<file path="src/rtl/nrf_pkg.sv">
package nrf_pkg;
  typedef enum logic [1:0] {K_NONE, K_ROT, K_CLR, K_ILL} kind_e;
  typedef enum logic [1:0] {SEL_A = 2'd0, SEL_B = 2'd1, SEL_MX = 2'd2, SEL_MY = 2'd3} sel_e;
  localparam logic [9:0] ROT_PFX = 10'b1110_1000_11;
  localparam logic [7:0] CLR_PFX = 8'b1111_0101;
  localparam int FLAG_C = 0;
  localparam logic [1:0] WSEL_A = 2'd0;
  localparam logic [1:0] WSEL_B = 2'd1;
  localparam logic [1:0] WSEL_F = 2'd2;
endpackage

</file>
<file path="src/rtl/nrf_decode.sv">
module nrf_decode
  import nrf_pkg::*;
#(
  parameter int ROT_CYC = 5,
  parameter int CLR_CYC = 7,
  parameter int CW      = 3
) (
  input  logic [11:0]   instr_i,
  output kind_e         kind_o,
  output sel_e          sel_o,
  output logic [3:0]    mask_o,
  output logic [CW-1:0] cyc_o
);
  always_comb begin
    kind_o = K_ILL;
    cyc_o  = '0;
    sel_o  = sel_e'(instr_i[1:0]);
    mask_o = instr_i[3:0];
    if (instr_i[11:2] == ROT_PFX) begin
      kind_o = K_ROT;
      cyc_o  = CW'(ROT_CYC);
    end else if (instr_i[11:4] == CLR_PFX) begin
      kind_o = K_CLR;
      cyc_o  = CW'(CLR_CYC);
    end
  end
endmodule

</file>
<file path="src/rtl/nrf_seq.sv">
module nrf_seq #(
  parameter int CW = 3
) (
  input  logic          clk_i,
  input  logic          rst_ni,
  input  logic          accept_i,
  input  logic [CW-1:0] cyc_i,
  output logic          busy_o,
  output logic          first_o,
  output logic          last_o,
  output logic          done_o
);
  logic [CW-1:0] cnt_q, cyc_q;
  logic          busy_q, done_q;

  assign busy_o  = busy_q;
  assign done_o  = done_q;
  assign first_o = busy_q && (cnt_q == CW'(1));
  assign last_o  = busy_q && (cnt_q == cyc_q);

  always_ff @(posedge clk_i or negedge rst_ni) begin
    if (!rst_ni) begin
      busy_q <= 1'b0;
      done_q <= 1'b0;
      cnt_q  <= '0;
      cyc_q  <= '0;
    end else begin
      done_q <= last_o;
      if (accept_i && !busy_q) begin
        busy_q <= 1'b1;
        cnt_q  <= CW'(1);
        cyc_q  <= cyc_i;
      end else if (busy_q) begin
        if (last_o) busy_q <= 1'b0;
        else        cnt_q  <= cnt_q + CW'(1);
      end
    end
  end


  done_single_chk: assert property (@(posedge clk_i) disable iff (!rst_ni)
    done_q |=> !done_q);

  cnt_bound_chk: assert property (@(posedge clk_i) disable iff (!rst_ni)
    busy_q |-> (cnt_q <= cyc_q));

  done_after_busy_chk: assert property (@(posedge clk_i) disable iff (!rst_ni)
    $rose(done_q) |-> $past(busy_q));
endmodule

</file>
<file path="src/rtl/nrf_state.sv">
module nrf_state
  import nrf_pkg::*;
#(
  parameter int AW = 4
) (
  input  logic          clk_i,
  input  logic          rst_ni,
  input  logic          accept_i,
  input  kind_e         kind_i,
  input  sel_e          sel_i,
  input  logic [3:0]    mask_i,
  input  logic          busy_i,
  input  logic          first_i,
  input  logic          last_i,
  input  logic [AW-1:0] x_addr_i,
  input  logic [AW-1:0] y_addr_i,
  input  logic          reg_we_i,
  input  logic [1:0]    reg_wsel_i,
  input  logic [3:0]    reg_wdata_i,
  output logic [AW-1:0] mem_addr_o,
  output logic          mem_rd_o,
  input  logic [3:0]    mem_rdata_i,
  output logic          mem_wr_o,
  output logic [3:0]    mem_wdata_o,
  output logic [3:0]    reg_a_o,
  output logic [3:0]    reg_b_o,
  output logic [3:0]    flags_o
);
  kind_e      kind_q;
  sel_e       sel_q;
  logic [3:0] mask_q, opnd_q, a_q, b_q, f_q;
  logic [3:0] src, res;
  logic       mem_op;

  assign mem_op = busy_i && (kind_q == K_ROT) && (sel_q == SEL_MX || sel_q == SEL_MY);

  always_comb begin
    case (sel_q)
      SEL_A:   src = a_q;
      SEL_B:   src = b_q;
      default: src = opnd_q;
    endcase
    res = {f_q[FLAG_C], src[3:1]};
  end

  assign mem_addr_o  = (sel_q == SEL_MY) ? y_addr_i : x_addr_i;
  assign mem_rd_o    = mem_op && first_i;
  assign mem_wr_o    = mem_op && last_i;
  assign mem_wdata_o = res;
  assign reg_a_o     = a_q;
  assign reg_b_o     = b_q;
  assign flags_o     = f_q;

  always_ff @(posedge clk_i or negedge rst_ni) begin
    if (!rst_ni) begin
      kind_q <= K_NONE;
      sel_q  <= SEL_A;
      mask_q <= '0;
      opnd_q <= '0;
      a_q    <= '0;
      b_q    <= '0;
      f_q    <= '0;
    end else begin
      if (accept_i && !busy_i) begin
        kind_q <= kind_i;
        sel_q  <= sel_i;
        mask_q <= mask_i;
      end
      if (mem_op && first_i) opnd_q <= mem_rdata_i;
      if (busy_i && last_i) begin
        if (kind_q == K_ROT) begin
          f_q[FLAG_C] <= src[0];
          if (sel_q == SEL_A) a_q <= res;
          if (sel_q == SEL_B) b_q <= res;
        end else if (kind_q == K_CLR) begin
          f_q <= f_q & mask_q;
        end
      end else if (!busy_i && reg_we_i) begin
        case (reg_wsel_i)
          WSEL_A:  a_q <= reg_wdata_i;
          WSEL_B:  b_q <= reg_wdata_i;
          WSEL_F:  f_q <= reg_wdata_i;
          default: ;
        endcase
      end
    end
  end


  rot_keeps_idz_chk: assert property (@(posedge clk_i) disable iff (!rst_ni)
    (busy_i && last_i && kind_q == K_ROT) |=> (f_q[3:1] == $past(f_q[3:1])));

  busy_hold_chk: assert property (@(posedge clk_i) disable iff (!rst_ni)
    (busy_i && !last_i) |=> ($stable(a_q) && $stable(b_q) && $stable(f_q)));

  mem_strobe_excl_chk: assert property (@(posedge clk_i) disable iff (!rst_ni)
    $onehot0({mem_rd_o, mem_wr_o}));

  mem_wr_busy_chk: assert property (@(posedge clk_i) disable iff (!rst_ni)
    (mem_wr_o || mem_rd_o) |-> busy_i);
endmodule

</file>
<file path="src/rtl/nib_rot_flag_unit.sv">
module nib_rot_flag_unit
  import nrf_pkg::*;
#(
  parameter int AW      = 4,
  parameter int ROT_CYC = 5,
  parameter int CLR_CYC = 7
) (
  input  logic          clk_i,
  input  logic          rst_ni,
  input  logic          start_i,
  input  logic [11:0]   instr_i,
  input  logic [AW-1:0] x_addr_i,
  input  logic [AW-1:0] y_addr_i,
  input  logic          reg_we_i,
  input  logic [1:0]    reg_wsel_i,
  input  logic [3:0]    reg_wdata_i,
  output logic [AW-1:0] mem_addr_o,
  output logic          mem_rd_o,
  input  logic [3:0]    mem_rdata_i,
  output logic          mem_wr_o,
  output logic [3:0]    mem_wdata_o,
  output logic          busy_o,
  output logic          done_o,
  output logic          illegal_o,
  output logic [3:0]    reg_a_o,
  output logic [3:0]    reg_b_o,
  output logic [3:0]    flags_o
);
  localparam int MAXC = (ROT_CYC > CLR_CYC) ? ROT_CYC : CLR_CYC;
  localparam int CW   = $clog2(MAXC + 1);

  kind_e         kind;
  sel_e          sel;
  logic [3:0]    mask;
  logic [CW-1:0] cyc;
  logic          accept, first, last, ill_q;

  nrf_decode #(.ROT_CYC(ROT_CYC), .CLR_CYC(CLR_CYC), .CW(CW)) u_dec (
    .instr_i(instr_i), .kind_o(kind), .sel_o(sel), .mask_o(mask), .cyc_o(cyc)
  );

  assign accept = start_i && !busy_o && (kind == K_ROT || kind == K_CLR);

  nrf_seq #(.CW(CW)) u_seq (
    .clk_i(clk_i), .rst_ni(rst_ni), .accept_i(accept), .cyc_i(cyc),
    .busy_o(busy_o), .first_o(first), .last_o(last), .done_o(done_o)
  );

  nrf_state #(.AW(AW)) u_st (
    .clk_i(clk_i), .rst_ni(rst_ni), .accept_i(accept), .kind_i(kind),
    .sel_i(sel), .mask_i(mask), .busy_i(busy_o), .first_i(first), .last_i(last),
    .x_addr_i(x_addr_i), .y_addr_i(y_addr_i), .reg_we_i(reg_we_i),
    .reg_wsel_i(reg_wsel_i), .reg_wdata_i(reg_wdata_i), .mem_addr_o(mem_addr_o),
    .mem_rd_o(mem_rd_o), .mem_rdata_i(mem_rdata_i), .mem_wr_o(mem_wr_o),
    .mem_wdata_o(mem_wdata_o), .reg_a_o(reg_a_o), .reg_b_o(reg_b_o), .flags_o(flags_o)
  );

  always_ff @(posedge clk_i or negedge rst_ni) begin
    if (!rst_ni) ill_q <= 1'b0;
    else         ill_q <= start_i && !busy_o && (kind == K_ILL);
  end
  assign illegal_o = ill_q;


  illegal_idle_chk: assert property (@(posedge clk_i) disable iff (!rst_ni)
    illegal_o |-> !busy_o);

  illegal_pulse_chk: assert property (@(posedge clk_i) disable iff (!rst_ni)
    illegal_o |=> !illegal_o);

  state_only_on_done_chk: assert property (@(posedge clk_i) disable iff (!rst_ni)
    (busy_o && !done_o) |-> ($stable(reg_a_o) && $stable(reg_b_o) && $stable(flags_o)));
endmodule

</file>
<file path="config.mk">
export PLATFORM = sky130hd
export DESIGN_NAME = nib_rot_flag_unit
export DESIGN_NICKNAME = d
export VERILOG_FILES = /design/src/rtl/nrf_pkg.sv /design/src/rtl/nrf_decode.sv /design/src/rtl/nrf_seq.sv /design/src/rtl/nrf_state.sv /design/src/rtl/nib_rot_flag_unit.sv
export SDC_FILE = /design/constraint.sdc
export NUM_CORES = 1
export LEC_CHECK = 0
export ABC_AREA = 1
export CORE_ASPECT_RATIO = 0.8
export CORE_UTILIZATION = 25
export DETAILED_ROUTE_END_ITERATION = 10
export PLACE_DENSITY = 0.49
export SLEW_MARGIN = 20
export SYNTH_ARGS = -nofsm -noshare
export SYNTH_HDL_FRONTEND = slang
export SYNTH_SLANG_ARGS = --single-unit
</file>
<file path="constraint.sdc">
create_clock -name clk_i -period 1.3 [get_ports clk_i]
set_input_delay 0.26 -clock clk_i [delete_from_list [all_inputs] [get_ports clk_i]]
set_output_delay 0.26 -clock clk_i [all_outputs]
set_load 0.01 [all_outputs]
</file>
==> results.py <==
metrics = {
    "timing": {
        "grt_setup_unrepaired": "true",
        "slew_violations": 0,
        "hold_violations": 0,
        "relSlewSlack_pct": 83.5,
        "fin_ws_ps": -301,
        "fmax_mhz": 624,
        "timing.hold.ws_ps": 325,
        "setup_viol": 25,
        "tightest_slew_ps": 248,
        "fin_crit_sh_pct": 123,
        "finalCriticalPeriod_ps": 1600,
        "skew_ps": 3.13,
    },
    "route": {
        "drt_iter0_drc": 49,
        "viasPerCell": 4.37,
        "detail-route-antenna-nets": 0,
        "first_pass_iters": 4,
        "num_vias": 1936,
        "routed_wl_um": 5500,
        "drc_errors": 0,
        "wl_per_cell_um": 12.4,
    },
    "clock_network": {
        "clockRootBuffer": "clkbuf_8",
        "cts_buffers": 5,
        "cts_tree": "built",
        "holdBufCountCts": 0,
        "cts.clk_slew.worst_paths_ps": 70,
        "cts_max_path_buffers": 2,
        "insertion_delay_ps": 290,
        "cts_htree_levels": 2,
        "cts.sinks": 30,
    },
    "global_route": {
        "antenna_found_initial": 0,
        "grt_pass1_vias": 2019,
        "grt_pass1_wl_um": 9210,
        "overflow": 0,
        "grt_max_degree": 31,
        "grt_usage_pct": 16.5,
    },
    "worst_setup_path": {
        "critPathArrivalTime_ps": 1340,
        "path_class": "flop to primary output",
        "cp_max_fo": 3,
        "end_kind": "primary output",
        "reg2reg_setup_slack_ps": -200,
        "rr_worst_depth": 12,
        "cp-start-kind": "flop",
        "cp.required_ps": 1040,
        "r2r_end": "u_st.reg_a_o[1]",
        "rr_startpoint": "u_seq.cnt_q[1]",
    },
    "die": {
        "rows": 26,
        "die-area_um2": 7210,
        "start_util_pct": 26.4,
        "die_w_um": 94.7,
        "core-area_um2": 6510,
        "io_pins": 59,
        "die_h_um": 76.2,
    },
    "final_layout": {
        "antennaDiodeCount": 0,
        "layout_common_cells": "nand2_1 (82), buf_4 (46), dfrtp_1 (26)",
        "final_nets": 394,
        "area_delta_synth_final_pct": 87.9,
        "drive_above_1_share_pct": 45.1,
        "final_common_cell": "nand2_1",
    },
    "power_and_ir_drop": {
        "finalPower_mw": 4.00,
        "power.density_nw_per_um2": 1240,
        "vdd_drop_max_uv": 440,
        "leakagePower_nw": 1.69,
    },
    "worst_hold_path": {
        "min_path_type": "input port to asynchronous set/reset pin",
    },
    "status": {
        "violations": "negative setup slack",
        "status": "finished with violations",
    },
    "placement": {
        "hpwl_um": 3880,
        "gp_congestion": 0.774,
        "portBuffers": 58,
    },
    "synthesis": {
        "yosys_warnings": 0,
        "synth_fp_nets": 272,
        "synth-seq-area-share_pct": 43.7,
        "synth-seq-cells": 30,
        "syn_area_per_cell_um2": 7.28,
        "synth_cell_types": 21,
        "syn_inst": 236,
        "syn_area_um2": 1720,
    },
    "flow_run": {
        "max-cap-violations": 0,
    },
}
-- sequential cells by signal, summed over array words and instances, names as in the netlist --
signal        cells
u_st.flags_o      4
u_st.mask_q       4
u_st.opnd_q       4
u_st.reg_a_o      4
u_st.reg_b_o      4
u_seq.cnt_q       3
u_seq.cyc_q       2
u_st.kind_q       2
illegal_o         1
u_seq.busy_o      1
u_seq.done_o      1
-- what timing repair did --
item | CTS | global route
buffers inserted | 18 | 5
resized for setup | 149 | 24
setup endpoints to repair | 49 | 45
pin swaps | 31 | 24
gates cloned | 1 | 0
endpoints found under the hold margin | 0 | 0
-- logic make-up after synthesis --
logic type / Yosys count / share of synthesized area [%]
AOI/OAI and AO/OA: 6 / 1.96
adders and majority gates: 2 / 1.46
buffers and inverters: 25 / 6.26
DFF: 30 / 43.7
muxes: 4 / 2.62
and+or+nand+nor: 169 / 44.0
-- layer usage --
layer	up-vias	global-route usage (%)	wire length [um]
met5	-	0	0
met1	879	22.8	2670
li1	992	-	-
met2	55	25.1	2470
met3	10	3.29	262
met4	0	6.36	106
-- synthesized netlist by cell type (all sizes together) --
| cell type | instances | share of area, % |
|---|---|---|
| nor2 | 14 | 4.1 |
| nand2 | 115 | 28 |
| nand4 | 2 | 0.73 |
| inv | 21 | 4.6 |
| dfrtp | 30 | 44 |
| nor3 | 5 | 1.5 |
| mux2 | 4 | 2.6 |
| nand3 | 31 | 9.0 |
| o21ai | 6 | 2.0 |
| ha | 2 | 1.5 |
| buf | 4 | 1.7 |
| or2 | 2 | 0.73 |
-- where the power goes --
| part | internal [mW] | total [mW] | leakage, nW | switching [mW] |
|---|---|---|---|---|
| combinational | 0.989 | 1.88 | 1.29 | 0.889 |
| clock | 0.425 | 0.814 | 0.0472 | 0.389 |
| sequential | 1.13 | 1.31 | 0.356 | 0.177 |
-- final cells by class --
type | count | area, um^2
flip-flops and latches | 30 | 756
multi-input cells | 181 | 1090
fillers | 670 | 3280
inverters | 21 | 78.8
well taps | 84 | 105
repair buffers | 119 | 1110
clock inverters | 2 | 12.5
clock buffers | 6 | 82.6
-- through the flow --
step	instances	setup TNS (ps)	cell area, um^2	setup WS (ps)	util (%)
floorplan	236	-17.8	1730	-17.8	-
global placement	418	-10300	2750	-500	42.3
detailed placement	418	-10530	2750	-494	42.3
CTS	443	-5220	3210	-300	49.3
global route	443	-6870	3230	-387	49.7
finish	443	-4860	3230	-301	49.7
-- critical path: stages (launching register included) --
cell     delay [ps]
dfrtp_1         400
inv_2            70
nand2_2          80
nand2_2          70
nor2_4          100
nand3_2          90
nor3_2          100
buf_2           140
-- worst max-delay path by stage --
stage | startpoint | to
CTS | u_st.mask_q[1] | mem_addr_o[3]
finish | u_seq.cnt_q[1] | mem_wr_o
detailed placement | u_st.mask_q[1] | mem_wdata_o[2]
global route | u_seq.cnt_q[1] | mem_wr_o
global placement | u_st.mask_q[1] | mem_wdata_o[2]
floorplan | u_seq.cnt_q[0] | mem_wr_o
Power figures use the tool's default switching activity.
